**config.mk**
```make
export PLATFORM = sky130hd
export DESIGN_NAME = cotd_dispatcher
export DESIGN_NICKNAME = d
export VERILOG_FILES = /design/src/rtl/cotd_pkg.sv /design/src/rtl/cotd_trig_capture.sv /design/src/rtl/cotd_cfg_regs.sv /design/src/rtl/cotd_lowest_pick.sv /design/src/rtl/cotd_addr_map.sv /design/src/rtl/cotd_dispatcher.sv
export SDC_FILE = /design/constraint.sdc
export NUM_CORES = 1
export LEC_CHECK = 0
export BUFFER_PORTS_ARGS = -buffer_cell sky130_fd_sc_hd__buf_2
export CAP_MARGIN = 5
export CORE_MARGIN = 2
export CORE_UTILIZATION = 50
export DETAILED_ROUTE_END_ITERATION = 10
export PLACE_DENSITY = 0.69
export SLEW_MARGIN = 20
export SYNTH_ARGS = -nofsm -noshare
export SYNTH_HDL_FRONTEND = slang
export SYNTH_SLANG_ARGS = --single-unit
```
**constraint.sdc**
```tcl
create_clock -name clk -period 4.2 [get_ports clk]
set_input_delay 0.42 -clock clk [delete_from_list [all_inputs] [get_ports clk]]
set_output_delay 0.42 -clock clk [all_outputs]
set_load 0.03 [all_outputs]
```
**src/rtl/cotd_pkg.sv**
```systemverilog
package cotd_pkg;

    typedef enum logic [1:0] {
        MODE_IDLE = 2'd0,
        MODE_FG   = 2'd1,
        MODE_BG   = 2'd2,
        MODE_NEST = 2'd3
    } run_mode_e;

    localparam int CTL_FORCE_BIT = 0;
    localparam int CTL_BG_BIT    = 1;

endpackage

```
**src/rtl/cotd_trig_capture.sv**
```systemverilog
module cotd_trig_capture #(
    parameter int N = 8
) (
    input  logic         clk,
    input  logic         rst_n,
    input  logic [N-1:0] irq_i,
    input  logic         force_i,
    input  logic [N-1:0] force_mask_i,
    input  logic         force_en_i,
    input  logic [N-1:0] clear_i,
    output logic [N-1:0] pending_o
);

    typedef struct packed {
        logic [N-1:0] line;
        logic [N-1:0] pend;
    } cap_t;

    cap_t q, d;
    logic [N-1:0] rise;
    logic [N-1:0] forced;

    always_comb begin
        rise   = irq_i & ~q.line;
        forced = (force_i && force_en_i) ? force_mask_i : '0;
        d.line = irq_i;
        d.pend = (q.pend & ~clear_i) | rise | forced;
    end

    always_ff @(posedge clk or negedge rst_n) begin
        if (!rst_n) begin
            q.line <= '1;
            q.pend <= '0;
        end else begin
            q <= d;
        end
    end

    assign pending_o = q.pend;

endmodule

```
**src/rtl/cotd_cfg_regs.sv**
```systemverilog
module cotd_cfg_regs
    import cotd_pkg::*;
#(
    parameter int N      = 8,
    parameter int VEC_W  = 16,
    parameter int DATA_W = 16,
    parameter int CA_W   = 4
) (
    input  logic                      clk,
    input  logic                      rst_n,
    input  logic                      unlock_i,
    input  logic                      wr_i,
    input  logic [CA_W-1:0]           addr_i,
    input  logic [DATA_W-1:0]         data_i,
    output logic [N-1:0][VEC_W-1:0]   vec_o,
    output logic [VEC_W-1:0]          bg_vec_o,
    output logic [N-1:0]              en_mask_o,
    output logic                      force_en_o,
    output logic                      bg_en_o
);

    typedef struct packed {
        logic [N-1:0][VEC_W-1:0] vec;
        logic [VEC_W-1:0]        bg_vec;
        logic [N-1:0]            en;
        logic                    force_en;
        logic                    bg_en;
    } cfg_t;

    cfg_t q, d;

    always_comb begin
        d = q;
        if (unlock_i && wr_i) begin
            for (int k = 0; k < N; k++) begin
                if (addr_i == CA_W'(k)) begin
                    d.vec[k] = data_i[VEC_W-1:0];
                end
            end
            if (addr_i == CA_W'(N)) begin
                d.en = data_i[N-1:0];
            end
            if (addr_i == CA_W'(N + 1)) begin
                d.force_en = data_i[CTL_FORCE_BIT];
                d.bg_en    = data_i[CTL_BG_BIT];
            end
            if (addr_i == CA_W'(N + 2)) begin
                d.bg_vec = data_i[VEC_W-1:0];
            end
        end
    end

    always_ff @(posedge clk or negedge rst_n) begin
        if (!rst_n) begin
            q <= '0;
        end else begin
            q <= d;
        end
    end

    assign vec_o      = q.vec;
    assign bg_vec_o   = q.bg_vec;
    assign en_mask_o  = q.en;
    assign force_en_o = q.force_en;
    assign bg_en_o    = q.bg_en;

endmodule

```
**src/rtl/cotd_lowest_pick.sv**
```systemverilog
module cotd_lowest_pick #(
    parameter int N     = 8,
    parameter int IDX_W = 3
) (
    input  logic [N-1:0]     req_i,
    output logic             any_o,
    output logic [IDX_W-1:0] idx_o,
    output logic [N-1:0]     onehot_o
);

    logic [N:0] seen;

    assign seen[0] = 1'b0;

    for (genvar k = 0; k < N; k++) begin : g_chain
        assign onehot_o[k] = req_i[k] & ~seen[k];
        assign seen[k+1]   = seen[k] | req_i[k];
    end

    always_comb begin
        idx_o = '0;
        for (int k = 0; k < N; k++) begin
            if (onehot_o[k]) begin
                idx_o = idx_o | IDX_W'(k);
            end
        end
    end

    assign any_o = seen[N];

endmodule

```
**src/rtl/cotd_addr_map.sv**
```systemverilog
module cotd_addr_map #(
    parameter int                VEC_W     = 16,
    parameter int                ADDR_W    = 16,
    parameter bit                REDUCED   = 1'b0,
    parameter logic [ADDR_W-1:0] PROG_BASE = '0
) (
    input  logic [VEC_W-1:0]  vec_i,
    output logic [ADDR_W-1:0] addr_o
);

    if (REDUCED) begin : g_offset
        assign addr_o = PROG_BASE + ADDR_W'(vec_i);
    end else begin : g_absolute
        assign addr_o = ADDR_W'(vec_i);
    end

endmodule

```
**src/rtl/cotd_dispatcher.sv**
```systemverilog
module cotd_dispatcher
    import cotd_pkg::*;
#(
    parameter int                N_TASKS      = 8,
    parameter int                ADDR_W       = 16,
    parameter bit                REDUCED_ADDR = 1'b0,
    parameter int                OFFS_W       = 12,
    parameter logic [ADDR_W-1:0] PROG_BASE    = '0
) (
    input  logic                             clk,
    input  logic                             rst_n,
    input  logic [N_TASKS-1:0]               irq_i,
    input  logic                             cfg_unlock_i,
    input  logic                             cfg_wr_i,
    input  logic [$clog2(N_TASKS+3)-1:0]     cfg_addr_i,
    input  logic [ADDR_W-1:0]                cfg_data_i,
    input  logic                             force_i,
    input  logic [N_TASKS-1:0]               force_mask_i,
    input  logic                             core_stop_i,
    input  logic [ADDR_W-1:0]                core_pc_i,
    input  logic                             bg_critical_i,
    output logic                             start_req_o,
    output logic [$clog2(N_TASKS+1)-1:0]     start_id_o,
    output logic [ADDR_W-1:0]                start_addr_o
);

    localparam int IDX_W = $clog2(N_TASKS);
    localparam int ID_W  = $clog2(N_TASKS + 1);
    localparam int CA_W  = $clog2(N_TASKS + 3);
    localparam int VEC_W = REDUCED_ADDR ? OFFS_W : ADDR_W;

    typedef struct packed {
        run_mode_e         mode;
        logic [ADDR_W-1:0] saved;
        logic              req;
        logic [ID_W-1:0]   id;
        logic [ADDR_W-1:0] addr;
    } disp_t;

    disp_t q, d;

    logic [N_TASKS-1:0][VEC_W-1:0] vec;
    logic [VEC_W-1:0]              bg_vec;
    logic [N_TASKS-1:0]            en_mask;
    logic                          force_en;
    logic                          bg_en;
    logic [N_TASKS-1:0]            pending;
    logic [N_TASKS-1:0]            ready;
    logic [N_TASKS-1:0]            pick_onehot;
    logic [IDX_W-1:0]              pick_idx;
    logic                          any_ready;
    logic [N_TASKS-1:0]            clr;
    logic [VEC_W-1:0]              fg_vec;
    logic [ADDR_W-1:0]             fg_addr;
    logic [ADDR_W-1:0]             bg_addr;
    logic                          launch_fg;
    logic                          launch_bg;
    logic                          resume;
    run_mode_e                     cur_mode;

    cotd_cfg_regs #(
        .N      (N_TASKS),
        .VEC_W  (VEC_W),
        .DATA_W (ADDR_W),
        .CA_W   (CA_W)
    ) u_cfg (
        .clk        (clk),
        .rst_n      (rst_n),
        .unlock_i   (cfg_unlock_i),
        .wr_i       (cfg_wr_i),
        .addr_i     (cfg_addr_i),
        .data_i     (cfg_data_i),
        .vec_o      (vec),
        .bg_vec_o   (bg_vec),
        .en_mask_o  (en_mask),
        .force_en_o (force_en),
        .bg_en_o    (bg_en)
    );

    cotd_trig_capture #(
        .N (N_TASKS)
    ) u_cap (
        .clk          (clk),
        .rst_n        (rst_n),
        .irq_i        (irq_i),
        .force_i      (force_i),
        .force_mask_i (force_mask_i),
        .force_en_i   (force_en),
        .clear_i      (clr),
        .pending_o    (pending)
    );

    assign ready = pending & en_mask;

    cotd_lowest_pick #(
        .N     (N_TASKS),
        .IDX_W (IDX_W)
    ) u_pick (
        .req_i    (ready),
        .any_o    (any_ready),
        .idx_o    (pick_idx),
        .onehot_o (pick_onehot)
    );

    assign fg_vec = vec[pick_idx];

    cotd_addr_map #(
        .VEC_W     (VEC_W),
        .ADDR_W    (ADDR_W),
        .REDUCED   (REDUCED_ADDR),
        .PROG_BASE (PROG_BASE)
    ) u_map_fg (
        .vec_i  (fg_vec),
        .addr_o (fg_addr)
    );

    cotd_addr_map #(
        .VEC_W     (VEC_W),
        .ADDR_W    (ADDR_W),
        .REDUCED   (REDUCED_ADDR),
        .PROG_BASE (PROG_BASE)
    ) u_map_bg (
        .vec_i  (bg_vec),
        .addr_o (bg_addr)
    );

    always_comb begin
        d         = q;
        d.req     = 1'b0;
        clr       = '0;
        launch_fg = 1'b0;
        launch_bg = 1'b0;
        resume    = 1'b0;

        unique case (q.mode)
            MODE_IDLE: begin
                if (any_ready) begin
                    launch_fg = 1'b1;
                    d.mode    = MODE_FG;
                end else if (bg_en) begin
                    launch_bg = 1'b1;
                    d.mode    = MODE_BG;
                end
            end
            MODE_FG: begin
                if (core_stop_i) begin
                    if (any_ready) begin
                        launch_fg = 1'b1;
                    end else if (bg_en) begin
                        launch_bg = 1'b1;
                        d.mode    = MODE_BG;
                    end else begin
                        d.mode = MODE_IDLE;
                    end
                end
            end
            MODE_NEST: begin
                if (core_stop_i) begin
                    if (any_ready) begin
                        launch_fg = 1'b1;
                    end else begin
                        resume = 1'b1;
                        d.mode = MODE_BG;
                    end
                end
            end
            MODE_BG: begin
                if (any_ready && !bg_critical_i) begin
                    launch_fg = 1'b1;
                    d.mode    = MODE_NEST;
                    d.saved   = core_pc_i;
                end
            end
            default: begin
                d.mode = MODE_IDLE;
            end
        endcase

        if (launch_fg) begin
            clr    = pick_onehot;
            d.req  = 1'b1;
            d.id   = ID_W'(pick_idx) + ID_W'(1);
            d.addr = fg_addr;
        end else if (launch_bg) begin
            d.req  = 1'b1;
            d.id   = '0;
            d.addr = bg_addr;
        end else if (resume) begin
            d.req  = 1'b1;
            d.id   = '0;
            d.addr = q.saved;
        end
    end

    always_ff @(posedge clk or negedge rst_n) begin
        if (!rst_n) begin
            q.mode  <= MODE_IDLE;
            q.saved <= '0;
            q.req   <= 1'b0;
            q.id    <= '0;
            q.addr  <= '0;
        end else begin
            q <= d;
        end
    end

    assign cur_mode     = q.mode;
    assign start_req_o  = q.req;
    assign start_id_o   = q.id;
    assign start_addr_o = q.addr;

endmodule

```
==> impl_results.md <==
- Status: complete, but fails checks
- Failing checks: hold timing
- Syn nets: 764
- Fin Setup TNS: 0 ns
- Maxcap violations: 0
- Post-CTS setup repair buffer count: 0
- Layout net count: 807
- Via density: 6.162
- H-tree Lvls: 1
- Critical path's largest stage delay: 0.86 ns
- Post-CTS Hold Buffers: 0
- Final core occ: 57.16%
- CP max FO: 33
- Grt ovf: 0
- Pre-CTS setup slack: 1.272 ns
- CTS sink count: 209
- Fin cells: 997
- Mean Syn Cell Area: 13.40 µm²
- Area Growth Syn to Fin: 12.56%
- Total Wirelength: 21,950 µm
- Worst hold slack: -0.01707 ns
- First-pass iteration count of the detailed router: 7
- Ys flop type: dfrtp_1
- Met1 wire length: 9747 µm
- Commonest cells after routing, fill and taps aside: dfrtp_1 (201), mux2_2 (160), buf_2 (78), mux2i_1 (48)
- Worst R2R Setup Slack: 1.39 ns
- Final instance area: 10,620 µm²
- CP cell instances: a222oi_1, nand4_1, or3_2, nor3b_1, a22o_1
- Placed cell count: 957
- Fraction of registers with async set/reset: 100.0%
- Gr usage total: 22.20%
- DR WL met2: 10,400 µm
- Fin Clk Skew: 0.01824 ns
- Num rows: 50
- First-pass GRT wire length: 35,180 µm
- Highest Signal Layer: met4
- DP HPWL: 13,900 µm
- Post-Synthesis Cell Area: 9435 µm²
- Top cells by area, synth: dfrtp_1 (53%), mux2_2 (19%), mux2i_1 (5.1%)
- Clock latency on the worst-skew pair: 0.51 ns
- Share of the synthesized area in the top cell type: 53.31%
- Post-route minimum period: 2.812 ns
- CTS Buffer Depth: 3
- Core area: 18,580 µm²
- Commonest non-fill, non-tap cell in the layout: dfrtp_1
- Max Fclk: 355.7 MHz
- Metal3 WL: 1237 µm
- Die area: 19,990 µm²
- Pleak: 0.004793 µW
- Reg2reg start: u_cap.pending_o[4]
- Largest net degree at the start of global routing: 110
- Crit Path Class: reg -> reg
- Hold WC Path Type: in -> async
- CTS clk-pin slew, worst paths: 0.06 ns
- Fraction of layout cells with a size suffix above 1: 39.37%
- Final Max Slew Viols: 0
- Die X: 141.4 µm
- DRT antenna net count: 0
- Number of synthesized flops with an enable pin: 0
- Die Ht: 141.4 µm
- Root buffer cell: clkbuf_16
- Seq cells post-synth: 209
- CTS resizes: 0
- DRC: 0
- WL per Instance: 22.01 µm
- CTS tree: built
- Vias after detailed routing: 6,144
- Tcrit/Tclk final: 66.94%
- Buf+Inv Stages, Crit Path: 0
- TritonCTS Buffers: 22
- Hold Violations, Final: 3
- R2R cell count: 5
- Critical Path AT: 3.20 ns
- Maximum vdd drop: 0.0003124 V
- WP depth: 5
- WP data required: 4.59 ns
- Top Ports: 80
- Post-synthesis sequential area ratio: 55.54%
- Slowest CP cell: or3_2
- Beginning of the critical path: u_cap.pending_o[4]
- Cells after Synth: 704
- RR Endpoint: start_id_o[2]
- IO buf count: 79
- Initial antenna violation count: 1
- RSZ-0062 raised after global routing: no
- Initial DRC Count: 437
- Yosys cell types: 44
- Initial Utilization: 50.78%
- Startpoint types: flip-flop
- YS warnings: 0
- Top cell type by total area after synthesis: dfrtp_1
- Setup crit end kind: flip-flop
- Placer Congestion: 0.8698
- Top Family by Delay on Critical Path: simple AND/OR/NAND/NOR gates
- Measured slew at the worst slew-check pin: 1.162 ns
- Final setup fails: 0
- Power Dens Cells: 652.8 nW/µm²
- Vias in the first global route: 6,475
- Post-DP Area: 9892 µm²
- Final worst slack: 1.388 ns
- Max transition margin: 22.52%
worst max path at each step:
stage	end	slack, ns
5_1_grt	start_id_o[2]	1.20
4_1_cts	start_id_o[2]	1.25
3_5_place_dp	start_id_o[2]	1.27
3_3_place_gp	start_id_o[2]	1.36
2_1_floorplan	start_addr_o[10]	2.00
6_report	start_id_o[2]	1.39
flip-flops by register name, indices dropped and copies added (netlist names):
name,cells
u_cfg.vec_o,128
q,16
start_addr_o,16
u_cfg.bg_vec_o,16
u_cap.pending_o,8
u_cap.q,8
u_cfg.en_mask_o,8
start_id_o,4
cur_mode,2
start_req_o,1
u_cfg.bg_en_o,1
u_cfg.force_en_o,1
where the power goes:
group	leakage, µW	internal (µW)	switching [µW]
combinational	0.00183	934	1270
sequential	0.00261	2510	297
clock	0.000357	1170	752
kinds of logic after synthesis:
kind of cell | synth area share, %
AOI/OAI and AO/OA | 10.79
buffers and inverters | 4.097
and+or+nand+nor | 3.965
muxes | 25.38
adders and majority gates | 0.1326
xor gates and xnor gates | 0.09284
DFF | 55.54
per-layer routing:
layer / vias to the layer above / global-route usage (%)
li1: 2712 / -
met2: 192 / 36.41
met5: - / 0
met1: 3192 / 30.95
met4: 0 / 6.895
met3: 48 / 3.172
Yosys cell counts, types with 5 or more instances:
library cell	number
a211oi_1	16
a221o_1	8
a22o_1	5
a31o_1	16
buf_1	7
buf_2	9
buf_4	21
clkbuf_1	31
dfrtp_1	201
dfstp_2	8
mux2_1	10
mux2_2	160
mux2i_1	48
nand2_1	15
nand2b_1	5
nand3_1	6
nor2_1	26
nor2b_1	9
o211ai_1	32
o221ai_1	32
metrics by stage:
stage               hold slack [ns]  total power (µW)
floorplan                    0.1244              4481
global route                0.01171              7282
CTS                        0.009410              6958
finish                     -0.01707              6932
detailed placement           0.4812              5028
global placement             0.4802              4920
worst reg2reg max path, stage by stage, from the launching register on:
cell      delay, ns
dfrtp_1        0.40
a222oi_1       0.48
nand4_1        0.34
or3_2          0.87
nor3b_1        0.33
a22o_1         0.28
cell type report:
type,count,area (µm²)
sequential,209,5240
inverter,5,18.77
clock inverter,3,40.04
timing repair buffer,89,491.7
fill,1492,7960
tap,234,292.8
multi-input combinational,420,3850
clock buffer,36,684.4
antenna,1,2.502
Note: power is estimated with default switching activity, not from simulation.
